## config.mk

```make
export PLATFORM = sky130hd
export DESIGN_NAME = txFirEmphasis
export DESIGN_NICKNAME = d
export VERILOG_FILES = /design/src/rtl/txFirPkg.sv /design/src/rtl/txFirCtrl.sv /design/src/rtl/txFirDatapath.sv /design/src/rtl/txFirEmphasis.sv
export SDC_FILE = /design/constraint.sdc
export NUM_CORES = 1
export LEC_CHECK = 0
export BUFFER_PORTS_ARGS = -buffer_cell sky130_fd_sc_hd__buf_2
export CORE_AREA = 4 4 79 89
export DETAILED_ROUTE_END_ITERATION = 6
export DIE_AREA = 0 0 83 93
export PLACE_DENSITY = 0.79
export SLEW_MARGIN = 20
export SYNTH_ARGS = -nofsm -noshare
export SYNTH_HDL_FRONTEND = slang
export SYNTH_SLANG_ARGS = --single-unit
```

## constraint.sdc

```tcl
create_clock -name clk -period 12.7 [get_ports clk]
set_input_delay 2.54 -clock clk [delete_from_list [all_inputs] [get_ports clk]]
set_output_delay 2.54 -clock clk [all_outputs]
set_load 0.01 [all_outputs]
```

## src/rtl/txFirPkg.sv

```systemverilog
package txFirPkg;
  // Strobes passed from control to datapath each cycle
  typedef struct packed {
    logic shift;      // advance one unit interval
    logic coefWr;     // store a coefficient
    logic markValid;  // this advance fills the cursor stage
  } ctrlStrobes_t;
endpackage

```

## src/rtl/txFirCtrl.sv

```systemverilog
module txFirCtrl
  import txFirPkg::*;
#(
  parameter int PRE_TAPS = 1
) (
  input  logic         clk,
  input  logic         rstN,
  input  logic         symEn,
  input  logic         coefWrEn,
  output ctrlStrobes_t strobes,
  output logic         driveValid
);
  localparam int CntW = $clog2(PRE_TAPS + 2);
  localparam logic [CntW-1:0] FillDone = CntW'(PRE_TAPS);

  logic [CntW-1:0] fillCnt;
  logic            validQ;

  always_comb begin
    strobes.shift     = symEn;
    strobes.coefWr    = coefWrEn;
    strobes.markValid = symEn && (fillCnt == FillDone);
  end

  always_ff @(posedge clk) begin
    if (!rstN) begin
      fillCnt <= '0;
      validQ  <= 1'b0;
    end else begin
      if (symEn && fillCnt != FillDone) fillCnt <= fillCnt + 1'b1;
      if (strobes.markValid) validQ <= 1'b1;
    end
  end

  assign driveValid = validQ;
endmodule

```

## src/rtl/txFirDatapath.sv

```systemverilog
module txFirDatapath
  import txFirPkg::*;
#(
  parameter int PRE_TAPS  = 1,
  parameter int POST_TAPS = 2,
  parameter int COEF_W    = 8,
  parameter int COEF_FRAC = 6,
  parameter int OUT_W     = 10
) (
  input  logic                                         clk,
  input  logic                                         rstN,
  input  ctrlStrobes_t                                 strobes,
  input  logic                                         dataBit,
  input  logic [$clog2(PRE_TAPS+POST_TAPS+1)-1:0]      coefWrSel,
  input  logic [COEF_W-1:0]                            coefWrData,
  output logic signed [OUT_W-1:0]                      driveLevel
);
  localparam int NumTaps = PRE_TAPS + POST_TAPS + 1;
  localparam int HistLen = NumTaps - 1;
  localparam int SelW    = $clog2(NumTaps);
  localparam int SumW    = COEF_W + 1 + $clog2(NumTaps);
  localparam int SatHi   = 2 ** (OUT_W - 1) - 1;
  localparam int SatLo   = -(2 ** (OUT_W - 1));

  logic [HistLen-1:0]            histQ;    // bit 0 = most recent past bit
  logic [NumTaps-1:0]            tapBit;   // index 0 = precursor
  logic signed [COEF_W-1:0]      coefQ  [NumTaps];
  logic signed [SumW-1:0]        termW  [NumTaps];
  logic signed [SumW-1:0]        sumAll;
  logic signed [OUT_W-1:0]       satVal;

  assign tapBit = {histQ, dataBit};

  always_ff @(posedge clk) begin
    if (!rstN) histQ <= '0;               // symbol -1 everywhere
    else if (strobes.shift) histQ <= tapBit[HistLen-1:0];
  end

  for (genvar i = 0; i < NumTaps; i++) begin : g_tap
    localparam logic [COEF_W-1:0] ResetCoef =
      (i == PRE_TAPS) ? COEF_W'(1) << COEF_FRAC : '0;
    logic signed [SumW-1:0] coefExt;

    always_ff @(posedge clk) begin
      if (!rstN) coefQ[i] <= ResetCoef;
      else if (strobes.coefWr && coefWrSel == SelW'(i)) coefQ[i] <= coefWrData;
    end

    assign coefExt  = SumW'(coefQ[i]);
    assign termW[i] = tapBit[i] ? coefExt : -coefExt;
  end

  always_comb begin
    sumAll = '0;
    for (int i = 0; i < NumTaps; i++) sumAll = sumAll + termW[i];
    if (sumAll > $signed(SumW'(SatHi)))      satVal = OUT_W'(SatHi);
    else if (sumAll < $signed(SumW'(SatLo))) satVal = OUT_W'(SatLo);
    else                                     satVal = sumAll[OUT_W-1:0];
  end

  always_ff @(posedge clk) begin
    if (!rstN) driveLevel <= '0;
    else if (strobes.shift) driveLevel <= satVal;
  end
endmodule

```

## src/rtl/txFirEmphasis.sv

```systemverilog
module txFirEmphasis
  import txFirPkg::*;
#(
  parameter int PRE_TAPS  = 1,
  parameter int POST_TAPS = 2,
  parameter int COEF_W    = 8,
  parameter int COEF_FRAC = 6,
  parameter int OUT_W     = 10
) (
  input  logic                                    clk,
  input  logic                                    rstN,
  input  logic                                    symEn,
  input  logic                                    dataBit,
  input  logic                                    coefWrEn,
  input  logic [$clog2(PRE_TAPS+POST_TAPS+1)-1:0] coefWrSel,
  input  logic [COEF_W-1:0]                       coefWrData,
  output logic signed [OUT_W-1:0]                 driveLevel,
  output logic                                    driveValid
);
  ctrlStrobes_t strobes;

  txFirCtrl #(.PRE_TAPS(PRE_TAPS)) u_ctrl (
    .clk(clk), .rstN(rstN), .symEn(symEn), .coefWrEn(coefWrEn),
    .strobes(strobes), .driveValid(driveValid)
  );

  txFirDatapath #(
    .PRE_TAPS(PRE_TAPS), .POST_TAPS(POST_TAPS), .COEF_W(COEF_W),
    .COEF_FRAC(COEF_FRAC), .OUT_W(OUT_W)
  ) u_dp (
    .clk(clk), .rstN(rstN), .strobes(strobes), .dataBit(dataBit),
    .coefWrSel(coefWrSel), .coefWrData(coefWrData), .driveLevel(driveLevel)
  );
endmodule

```

==> flow_summary.toml, run 1 <==
[critical_path]
crit_fanout = 11
r2r_slack_ns = 7.99
start_kind = "input pin"
critPathArrivalTime_ns = 5.89
slowest_stage = "xnor2_1"
crit_type = "in -> reg"
critPathMaxStageDelay_ns = 0.60
crit_required_ns = 12.94
crit_chain = "buf_2, mux2i_1, fa_1, inv_1, ha_1, inv_1, fa_1, nor2b_1, o31ai_1, a21oi_1, nor2_1, xnor2_1, o21ai_0, a21oi_1"
path_delay_family = "adder cells"
crit_buf_inv = 3
endpoint_kind = "flip-flop"

[finish]
multi_input_area_um2 = 2090
fin_area_um2 = 3890
syn_to_final_growth_pct = 7.76
seq_area_um2 = 1280
nNetsFinal = 447
final_cells = 478
fill_cells = 512
fin_util_pct = 64.0
drive_gt1_share_pct = 10.8
n_antenna_cell = 0

[timing]
maxSlewViolCount = 0
fin_ws_ns = 7.05
min_period_ns = 5.65
fin_tns_setup_ns = 0
skew_ns = 0.00378
setup_viol = 0
fin_crit_sh_pct = 44.5
hold_viol_final = 0
slew-limit-headroom_pct = 50.9
fmax_mhz = 177
rsz0062_at_grt = "false"
worst-slew-pin-transition_ns = 0.732

[power_and_ir_drop]
leakagePower_uw = 0.00168
pwr-share-comb_pct = 61.1
power.share.sequential_pct = 25.2
peakVddDrop_v = 0.000126
power.switching_uw = 365
pwr-share-clk_pct = 13.7
power.internal_uw = 456
powerDensity_nw_per_um2 = 211
p_sw_share_pct = 44.5

[logic_synthesis]
synth-compound-area-share_pct = 11.3
synth_ff_type = "edfxtp_1"
syn_nets = 426
synth_most_common_cell = "inv_1"
synth_top_area_share_pct = 26.6
synth_common_cells = "inv_1 (50), and2_1 (32), edfxtp_1 (32), a21oi_1 (31), nor2_1 (28)"
ys_types = 45
synth_top_family_by_area = "adder cells"
synthSimpleGateAreaFrac_pct = 16.1
yosysTopAreaCell = "edfxtp_1"
synth_fa_ha_area_share_pct = 16.3
syn_inst = 376
synthTopCellsByArea = "edfxtp_1 (27%), fa_1 (11%), dfxtp_1 (8.9%)"
synth_xor_area_share_pct = 10.6
yosysWarnings = 0
ys_seq_elements = 48
synthArstFlopShare_pct = 0
muxShareOfSynthArea_pct = 3.47
synth_area_per_cell_um2 = 9.60
synth_edf_count = 32
yosysSeqAreaShare_pct = 35.5
synthesis.area_um2 = 3610

[floorplan]
coreArea_um2 = 6080
die_h_um = 93
die_area_um2 = 7720
die_w_um = 83
rows = 30
start_util_pct = 59.4
ios = 26

[placement]
placement.io_buffers = 25
gp_congestion = 0.886
place_inst = 470
placed_cell_area_um2 = 3780
place_ws_ns = 6.75
dp_hpwl_um = 5770

[cts]
cts_buffers = 5
cts.path.max_buffers = 2
clk_pin_slew_ns = 0.09
tritoncts = "done"
clkLatencyLatePin_ns = 0.30
clock-sinks = 48
holdBufCountCts = 0
cts-htree-levels = 2
cts_resized = 0
cts_root_buf = "clkbuf_8"
cts_setup_buffers = 0

[drt]
drc_errors = 0
drt-initial-drc-count = 88
vias_per_cell = 5.46
wl_per_cell_um = 15.2
drt.antenna.violating_nets = 0
drt_pre_antenna_iters = 4
via_count = 2612
wl_um = 7260

[run]
cap_violations = 0

[global_routing]
antenna_found_initial = 0
grt_max_degree = 24
grt_pass1_vias = 2599
overflow = 0
globalRouteTotalUtil_pct = 19.3
grt_first_pass_wirelength_um = 11900

[min_path]
hold_class = "reg -> reg"

[run_status]
run_status = "completed"
[state kept, by name, summed over array words and instances (netlist names)]
signal / count
u_ctrl.fillCnt: 2
u_dp.coefQ: 32
u_dp.histQ: 3
u_dp.driveLevel: 10
u_ctrl.driveValid: 1
[final cells by class]
type                       instances  share of cell area [%]
clock buffer                       5                    1.77
clock inverter                     3                    1.09
inverter                          50                    4.82
multi-input combinational        267                    53.6
sequential                        48                    32.9
tap                               80                    2.57
timing repair buffer              25                    3.22
[path summary, 6_finish.rpt]
kind / from / endpoint / cells past startpoint
max: dataBit / u_dp.driveLevel[3] / 14
max reg2reg: u_dp.coefQ[1][8] / u_dp.driveLevel[3] / 17
min reg2reg: u_dp.driveLevel[8] / u_dp.driveLevel[8] / 2
min: u_dp.driveLevel[8] / u_dp.driveLevel[8] / 2
[worst reg2reg max path, stage by stage, from the launching register on]
cell	delay (ns)
edfxtp_1	0.50
inv_1	0.08
ha_1	0.29
mux2_2	0.31
fa_1	0.53
inv_1	0.05
fa_1	0.44
inv_1	0.07
ha_1	0.16
inv_1	0.06
fa_1	0.44
nor2b_1	0.17
o31ai_1	0.12
a21oi_1	0.37
nor2_1	0.10
xnor2_1	0.60
o21ai_0	0.21
a21oi_1	0.16
[power groups by stage]
stage                     Sequential [µW]  Clock, µW  Combinational, µW
after CTS                             207        114                500
after floorplan                       214          0                406
after global placement                209          0                475
after global routing                  211        118                568
after detailed placement              211          0                494
final                                 207        113                501
[cells by family (layout without fill, tap and decap cells)]
logic type / Yosys count / after routing
fa+ha+maj: 35 / 35
buf+inv: 61 / 83
mux: 12 / 12
simple gates: 109 / 109
flops: 48 / 48
xor+xnor: 40 / 40
compound gates: 71 / 71
[stage by stage]
step,hold slack (ns),total power (µW)
global route,0.494,897
global placement,0.457,684
finish,0.470,821
detailed placement,0.458,705
CTS,0.474,822
floorplan,0.472,620
[routing by layer]
layer	vias up	share of wire [%]	wire (µm)	global-route usage (%)
met5	-	0	0	0
met4	0	4.6	334	11.2
met3	25	3.3	238	3.08
met2	65	51	3670	35.8
met1	1221	42	3020	20.8
li1	1301	-	-	-
[cell usage in the layout, fill, tap and decap left out, drive strengths merged, types with 17 or more instances in the layout]
cell    netlist  routed
a21oi        31      31
nor2         28      28
and2         32      32
inv          50      50
edfxtp       32      32
xor2         23      23
nand2        17      17
o21ai        21      21
buf           4      25
fa           20      20
No activity file was read; power rests on OpenSTA's default activity.
==> run 2, diff against run 1 <==
--- a/config.mk
+++ b/config.mk
@@ -5,6 +5,7 @@
 export SDC_FILE = /design/constraint.sdc
 export NUM_CORES = 1
 export LEC_CHECK = 0
+export ABC_AREA = 1
 export BUFFER_PORTS_ARGS = -buffer_cell sky130_fd_sc_hd__buf_2
 export CORE_AREA = 4 4 79 89
 export DETAILED_ROUTE_END_ITERATION = 6
==> constraint.sdc (replaced) <==
create_clock -name clk -period 5.2 [get_ports clk]
set_input_delay 1.04 -clock clk [delete_from_list [all_inputs] [get_ports clk]]
set_output_delay 1.04 -clock clk [all_outputs]
set_load 0.01 [all_outputs]
==> run 2 against run 1 <==
Synthesized cell count rose by 16%; setup slack got worse by 6.2 ns; utilization rose by 0.70 points; register-to-register slack got worse by 7.2 ns; clock power rose to 2.5 times the previous value; routed wire length rose by 5.6%; critical path depth rose by 4; critical path type is now reg -> reg.
==> flow_summary.toml, run 2 <==
[logic_synthesis]
syn_inst = 437
synth_area_per_cell_um2 = 8.25
syn_nets = 487
synth_edf_count = 32
synthTopCellsByArea = "edfxtp_1 (27%), fa_1 (11%), inv_1 (9.1%)"
yosysWarnings = 0
synth_most_common_cell = "inv_1"
synth_ff_type = "edfxtp_1"
synthesis.area_um2 = 3600
ys_types = 34
yosysSeqAreaShare_pct = 35.6
ys_seq_elements = 48
synthArstFlopShare_pct = 0
synth_common_cells = "inv_1 (87), nand2_1 (62), nor2_1 (57), edfxtp_1 (32), o21ai_0 (24)"
synth_top_area_share_pct = 26.7
yosysTopAreaCell = "edfxtp_1"

[floorplan]
die_h_um = 93
coreArea_um2 = 6080
rows = 30
ios = 26
die_area_um2 = 7720
start_util_pct = 59.3
die_w_um = 83

[timing]
min_period_ns = 4.39
skew_ns = 0.0130
fin_crit_sh_pct = 84.5
slew-limit-headroom_pct = 62.9
maxSlewViolCount = 0
hold_viol_final = 0
hold_ws_ns = 0.466
rsz0062_at_grt = "false"
setup_viol = 0
worst-slew-pin-transition_ns = 0.552
fmax_mhz = 228
fin_tns_setup_ns = 0
fin_ws_ns = 0.808

[min_path]
holdPathStages = 2
hold_class = "reg -> reg"
min_from = "u_dp.driveLevel[0]"
hold_path_end = "u_dp.driveLevel[0]"

[finish]
largest_register_ffs = 32
drive_gt1_share_pct = 14.4
fin_util_pct = 64.7
n_antenna_cell = 0
top_regs = "u_dp.coefQ (32), u_dp.driveLevel (10), u_dp.histQ (3)"
syn_to_final_growth_pct = 9.17
regMostFlops = "u_dp.coefQ"
final_cell_mix = "inv_1 (87), nand2_1 (62), nor2_1 (57)"
final_common_cell = "inv_1"
nNetsFinal = 515

[critical_path]
start_kind = "flip-flop"
r2r-start = "u_dp.coefQ[1][10]"
endpoint_kind = "flip-flop"
r2r_slack_ns = 0.81
crit_required_ns = 5.40
crit_fanout = 7
critPathArrivalTime_ns = 4.59
reg2reg_to = "u_dp.driveLevel[5]"
crit_type = "reg -> reg"
reg2reg_depth = 18

[placement]
placement.io_buffers = 25
dp_hpwl_um = 6230
gp_congestion = 0.935
place_ws_ns = 0.899

[cts]
cts-htree-levels = 2
tritoncts = "done"
cts_root_buf = "clkbuf_8"
clock-sinks = 48
cts_setup_buffers = 0
holdBufCountCts = 0
clkLatencyLatePin_ns = 0.30
cts_resized = 0
cts.path.max_buffers = 2
cts_buffers = 5
clk_pin_slew_ns = 0.10

[global_routing]
globalRouteTotalUtil_pct = 21.4
overflow = 0
grt_max_degree = 21
grt_pass1_vias = 2852
antenna_found_initial = 0
grt_first_pass_wirelength_um = 13300

[drt]
via_count = 2860
drt_pre_antenna_iters = 4
wl_um = 7660
drt-initial-drc-count = 158
drt.antenna.violating_nets = 0
vias_per_cell = 5.24
wl_per_cell_um = 14.0
drc_errors = 0

[power_and_ir_drop]
powerDensity_nw_per_um2 = 526
leakagePower_uw = 0.00194
peakVddDrop_v = 0.000359
power_uw = 2070

[run_status]
run_status = "completed"

[run]
cap_violations = 0
run 2: final cells by class:
| class | count | area (µm²) |
|---|---|---|
| inverters | 93 | 349 |
| repair buffers | 25 | 125 |
| well taps | 80 | 100 |
| clock buffers | 6 | 82.6 |
| multi-input cells | 292 | 1960 |
| clock inverters | 2 | 38.8 |
| fillers | 525 | 2150 |
| flip-flops and latches | 48 | 1280 |
run 2: kinds of logic after synthesis:
logic type | after synthesis | share of synthesized area (%)
xor+xnor | 25 | 6.08
fa+ha+maj | 35 | 16.3
compound gates | 60 | 10.1
simple gates | 172 | 21.8
flops | 48 | 35.6
buf+inv | 97 | 10.1
run 2: stage by stage:
stage	instances	cell area [µm²]
2_1_floorplan	437	3600
3_5_place_dp	538	3810
4_1_cts	546	3930
3_3_place_gp	538	3810
6_report	546	3930
5_1_grt	546	3930
run 2: worst max-delay path, cell delays in order (launching register included):
cell and delay [ns]:
edfxtp_1 0.46, o31ai_1 0.53, nand3_1 0.17, or2_2 0.32, nand2_1 0.06, inv_1 0.05, fa_1 0.52, inv_1 0.05
fa_1 0.52, inv_1 0.04, ha_1 0.37, nand2_1 0.11, o21ai_0 0.10, a21oi_1 0.16, xor2_1 0.29, nand3b_2 0.21
nand2_1 0.07, inv_2 0.17, a21oi_2 0.07
run 2: layer usage:
layer	global-route usage (%)	share of wire [%]	wire length (µm)
met1	25.9	41	3170
met2	40.4	53	4050
met3	2.73	4.3	329
met4	5.18	1.5	113
met5	0	0	0
run 2: worst max-delay path by stage:
| stage | from | endpoint | slack [ns] | cells after the start |
|---|---|---|---|---|
| 2_1_floorplan | u_dp.coefQ[1][8] | u_dp.driveLevel[2] | 1.29 | 18 |
| 3_3_place_gp | u_dp.coefQ[1][10] | u_dp.driveLevel[7] | 0.89 | 18 |
| 3_5_place_dp | u_dp.coefQ[1][8] | u_dp.driveLevel[5] | 0.90 | 18 |
| 4_1_cts | u_dp.coefQ[1][8] | u_dp.driveLevel[5] | 0.83 | 18 |
| 5_1_grt | u_dp.coefQ[1][8] | u_dp.driveLevel[2] | 0.50 | 18 |
| 6_report | u_dp.coefQ[1][10] | u_dp.driveLevel[5] | 0.81 | 18 |
run 2: report_power, final:
group	leakage (µW)	internal [µW]	switching, µW
clock network	0.0000614	157	130
registers	0.000448	461	32.8
logic	0.00143	492	798
==> run 3, diff against run 2 <==
--- a/config.mk
+++ b/config.mk
@@ -5,12 +5,12 @@
 export SDC_FILE = /design/constraint.sdc
 export NUM_CORES = 1
 export LEC_CHECK = 0
-export ABC_AREA = 1
+export ABC_AREA = 0
 export BUFFER_PORTS_ARGS = -buffer_cell sky130_fd_sc_hd__buf_2
-export CORE_AREA = 4 4 79 89
+export CORE_AREA = 4 4 83 92
 export DETAILED_ROUTE_END_ITERATION = 6
-export DIE_AREA = 0 0 83 93
-export PLACE_DENSITY = 0.79
+export DIE_AREA = 0 0 87 96
+export PLACE_DENSITY = 0.76
 export SLEW_MARGIN = 20
 export SYNTH_ARGS = -nofsm -noshare
 export SYNTH_HDL_FRONTEND = slang
==> constraint.sdc (replaced) <==
create_clock -name clk -period 3.96 [get_ports clk]
set_input_delay 0.792 -clock clk [delete_from_list [all_inputs] [get_ports clk]]
set_output_delay 0.792 -clock clk [all_outputs]
set_load 0.01 [all_outputs]
==> run 3 against run 2 <==
The run now ends with setup timing left; clock-buffer cell count is the same; global-route usage grew 0.56 points; final area grew 13%; power grew 64%; via count shrank 0.77%; setup slack lost 0.87 ns; hold slack gained 0.017 ns; combinational power grew 84%; critical path type unchanged; highest routed layer unchanged.
==> flow_summary.toml, run 3 (same netlist as run 1, synthesis figures left out) <==
[placement]
placed_cell_area_um2 = 4060
gp_congestion = 0.874
placement.io_buffers = 25
dp_hpwl_um = 6200
place_inst = 506

[drt]
wl_per_cell_um = 16.3
drt-initial-drc-count = 102
drt_pre_antenna_iters = 4
drc_errors = 0
via_count = 2838
wl_um = 8540
drt.antenna.violating_nets = 0
vias_per_cell = 5.42

[critical_path]
reg2reg_to = "u_dp.driveLevel[8]"
critPathMaxStageDelay_ns = 0.55
slowest_stage = "fa_1"
crit_fanout = 4
critPathArrivalTime_ns = 4.26
crit_top_cell = "buf_4"
crit_chain = "buf_4, nor3_1, nor2_1, xor2_1, fa_1, inv_1, fa_1, inv_1, ha_1, nor2b_4, o31ai_4, a21oi_2, buf_4, buf_4, buf_4, xnor2_2, nand2_1, nand4_1, o22ai_1"
startpoint = "u_dp.coefQ[1][8]"
start_kind = "flip-flop"
path_delay_family = "adder cells"
critical_path_cell_count = 19
r2r-start = "u_dp.coefQ[1][8]"
crit_required_ns = 4.20
cp-endpoint = "u_dp.driveLevel[8]"
crit_type = "reg -> reg"
crit_buf_inv = 6
reg2reg_depth = 19
endpoint_kind = "flip-flop"
r2r_slack_ns = -0.06

[power_and_ir_drop]
power.switching_uw = 1440
peakVddDrop_v = 0.000777
leakagePower_uw = 0.00194
p_sw_share_pct = 42.5
powerDensity_nw_per_um2 = 765
pwr-share-clk_pct = 10.5
power.internal_uw = 1950
pwr-share-comb_pct = 70.1
power.share.sequential_pct = 19.4

[cts]
tritoncts = "done"
cts-htree-levels = 2
clk_pin_slew_ns = 0.10
cts.path.max_buffers = 2
cts_buffers = 5
holdBufCountCts = 0
clock-sinks = 48
cts_root_buf = "clkbuf_8"
clkLatencyLatePin_ns = 0.31

[global_routing]
globalRouteTotalUtil_pct = 22.0
grt_pass1_vias = 2935
grt_first_pass_wirelength_um = 13900
overflow = 0
antenna_found_initial = 0
grt_max_degree = 24

[finish]
drive_gt1_share_pct = 26.7
final_common_cell = "inv_1"
regMostFlops = "u_dp.coefQ"
syn_to_final_growth_pct = 22.9
multi_input_area_um2 = 2290
top_regs = "u_dp.coefQ (32), u_dp.driveLevel (10), u_dp.histQ (3)"
fill_cells = 511
seq_area_um2 = 1280
fin_area_um2 = 4440
largest_register_ffs = 32
nNetsFinal = 491
final_cells = 524
final_cell_mix = "inv_1 (45), buf_4 (42), and2_1 (32), edfxtp_1 (32), a21oi_1 (29)"
n_antenna_cell = 0

[run_status]
violations = "setup timing"
run_status = "complete, but fails checks"

[timing]
worst-slew-pin-transition_ns = 1.05
fin_ws_ns = -0.0626
slew-limit-headroom_pct = 29.1
hold_viol_final = 0
setup_viol = 7
skew_ns = 0.0113
fin_tns_setup_ns = -0.185
min_period_ns = 4.02
fmax_mhz = 249
rsz0062_at_grt = "true"
maxSlewViolCount = 0
fin_crit_sh_pct = 102

[floorplan]
die_h_um = 96
die_w_um = 87
start_util_pct = 54.4
die_area_um2 = 8350
coreArea_um2 = 6630
rows = 31
ios = 26

[min_path]
hold_class = "reg -> reg"

[run]
cap_violations = 0
==> run 3: cell types whose count changed in the layout (fill, tap and decap cells not counted), sizes merged, moves of 7 or more <==
cell	change
xor2	+9
nor3	+8
nand4	-7
and2	+32
mux2i	+8
nor2	-30
nor2b	+7
buf	+44
inv	-43
nand3	-20
nand2	-54
==> run 3: worst min path at each step <==
stage | startpoint | end | slack, ns | depth (start not counted)
after floorplan | u_ctrl.fillCnt[1] | u_ctrl.fillCnt[1] | 0.47 | 1
after global placement | u_dp.driveLevel[8] | u_dp.driveLevel[8] | 0.46 | 2
after detailed placement | u_dp.driveLevel[8] | u_dp.driveLevel[8] | 0.46 | 2
after CTS | u_dp.driveLevel[8] | u_dp.driveLevel[8] | 0.48 | 2
after global routing | u_dp.driveLevel[9] | u_dp.driveLevel[9] | 0.51 | 1
final | u_dp.driveLevel[8] | u_dp.driveLevel[8] | 0.48 | 2
==> run 3: tightest hold or removal path: stages, from the launching register on <==
cell and delay (ns):
dfxtp_1 0.32, nand2_1 0.05, o22ai_1 0.07
==> run 3: through the flow <==
step	hold WS, ns	util (%)	worst slack (ns)	total power [µW]
2_1_floorplan	0.472	-	0.00989	2030
3_3_place_gp	0.457	61.1	-0.0396	2400
3_5_place_dp	0.463	61.1	-0.180	2470
4_1_cts	0.481	64.9	-0.0517	3060
5_1_grt	0.505	66.9	-0.256	3650
6_report	0.482	66.9	-0.0626	3390
==> run 3: final cells by class <==
type	count	share of cell area, %
clock buffers	6	1.64
repair buffers	69	10.6
clock inverters	2	0.790
inverters	50	4.23
multi-input cells	267	51.5
well taps	82	2.31
flip-flops and latches	48	28.9
==> run 3: what timing repair did <==
action,CTS,global route
setup endpoints to repair,10,10
resized for setup,16,27
gates cloned,0,1
pin swaps,12,21
buffers inserted,7,2
==> run 3: power by group through the flow <==
stage                     sequential (µW)  clock, µW  combinational (µW)
after global placement                662          0                1740
after global routing                  668        381                2600
final                                 660        355                2380
after detailed placement              669          0                1810
after CTS                             659        358                2050
after floorplan                       686          0                1340
==> run 3: layer usage <==
| metal | part of all wire [%] | vias up | GRT usage (%) |
|---|---|---|---|
| met2 | 55 | 61 | 41.6 |
| met1 | 38 | 1380 | 23.9 |
| met4 | 3.2 | 0 | 10.0 |
| met5 | 0 | - | 0 |
| li1 | - | 1379 | - |
| met3 | 3.3 | 18 | 3.17 |
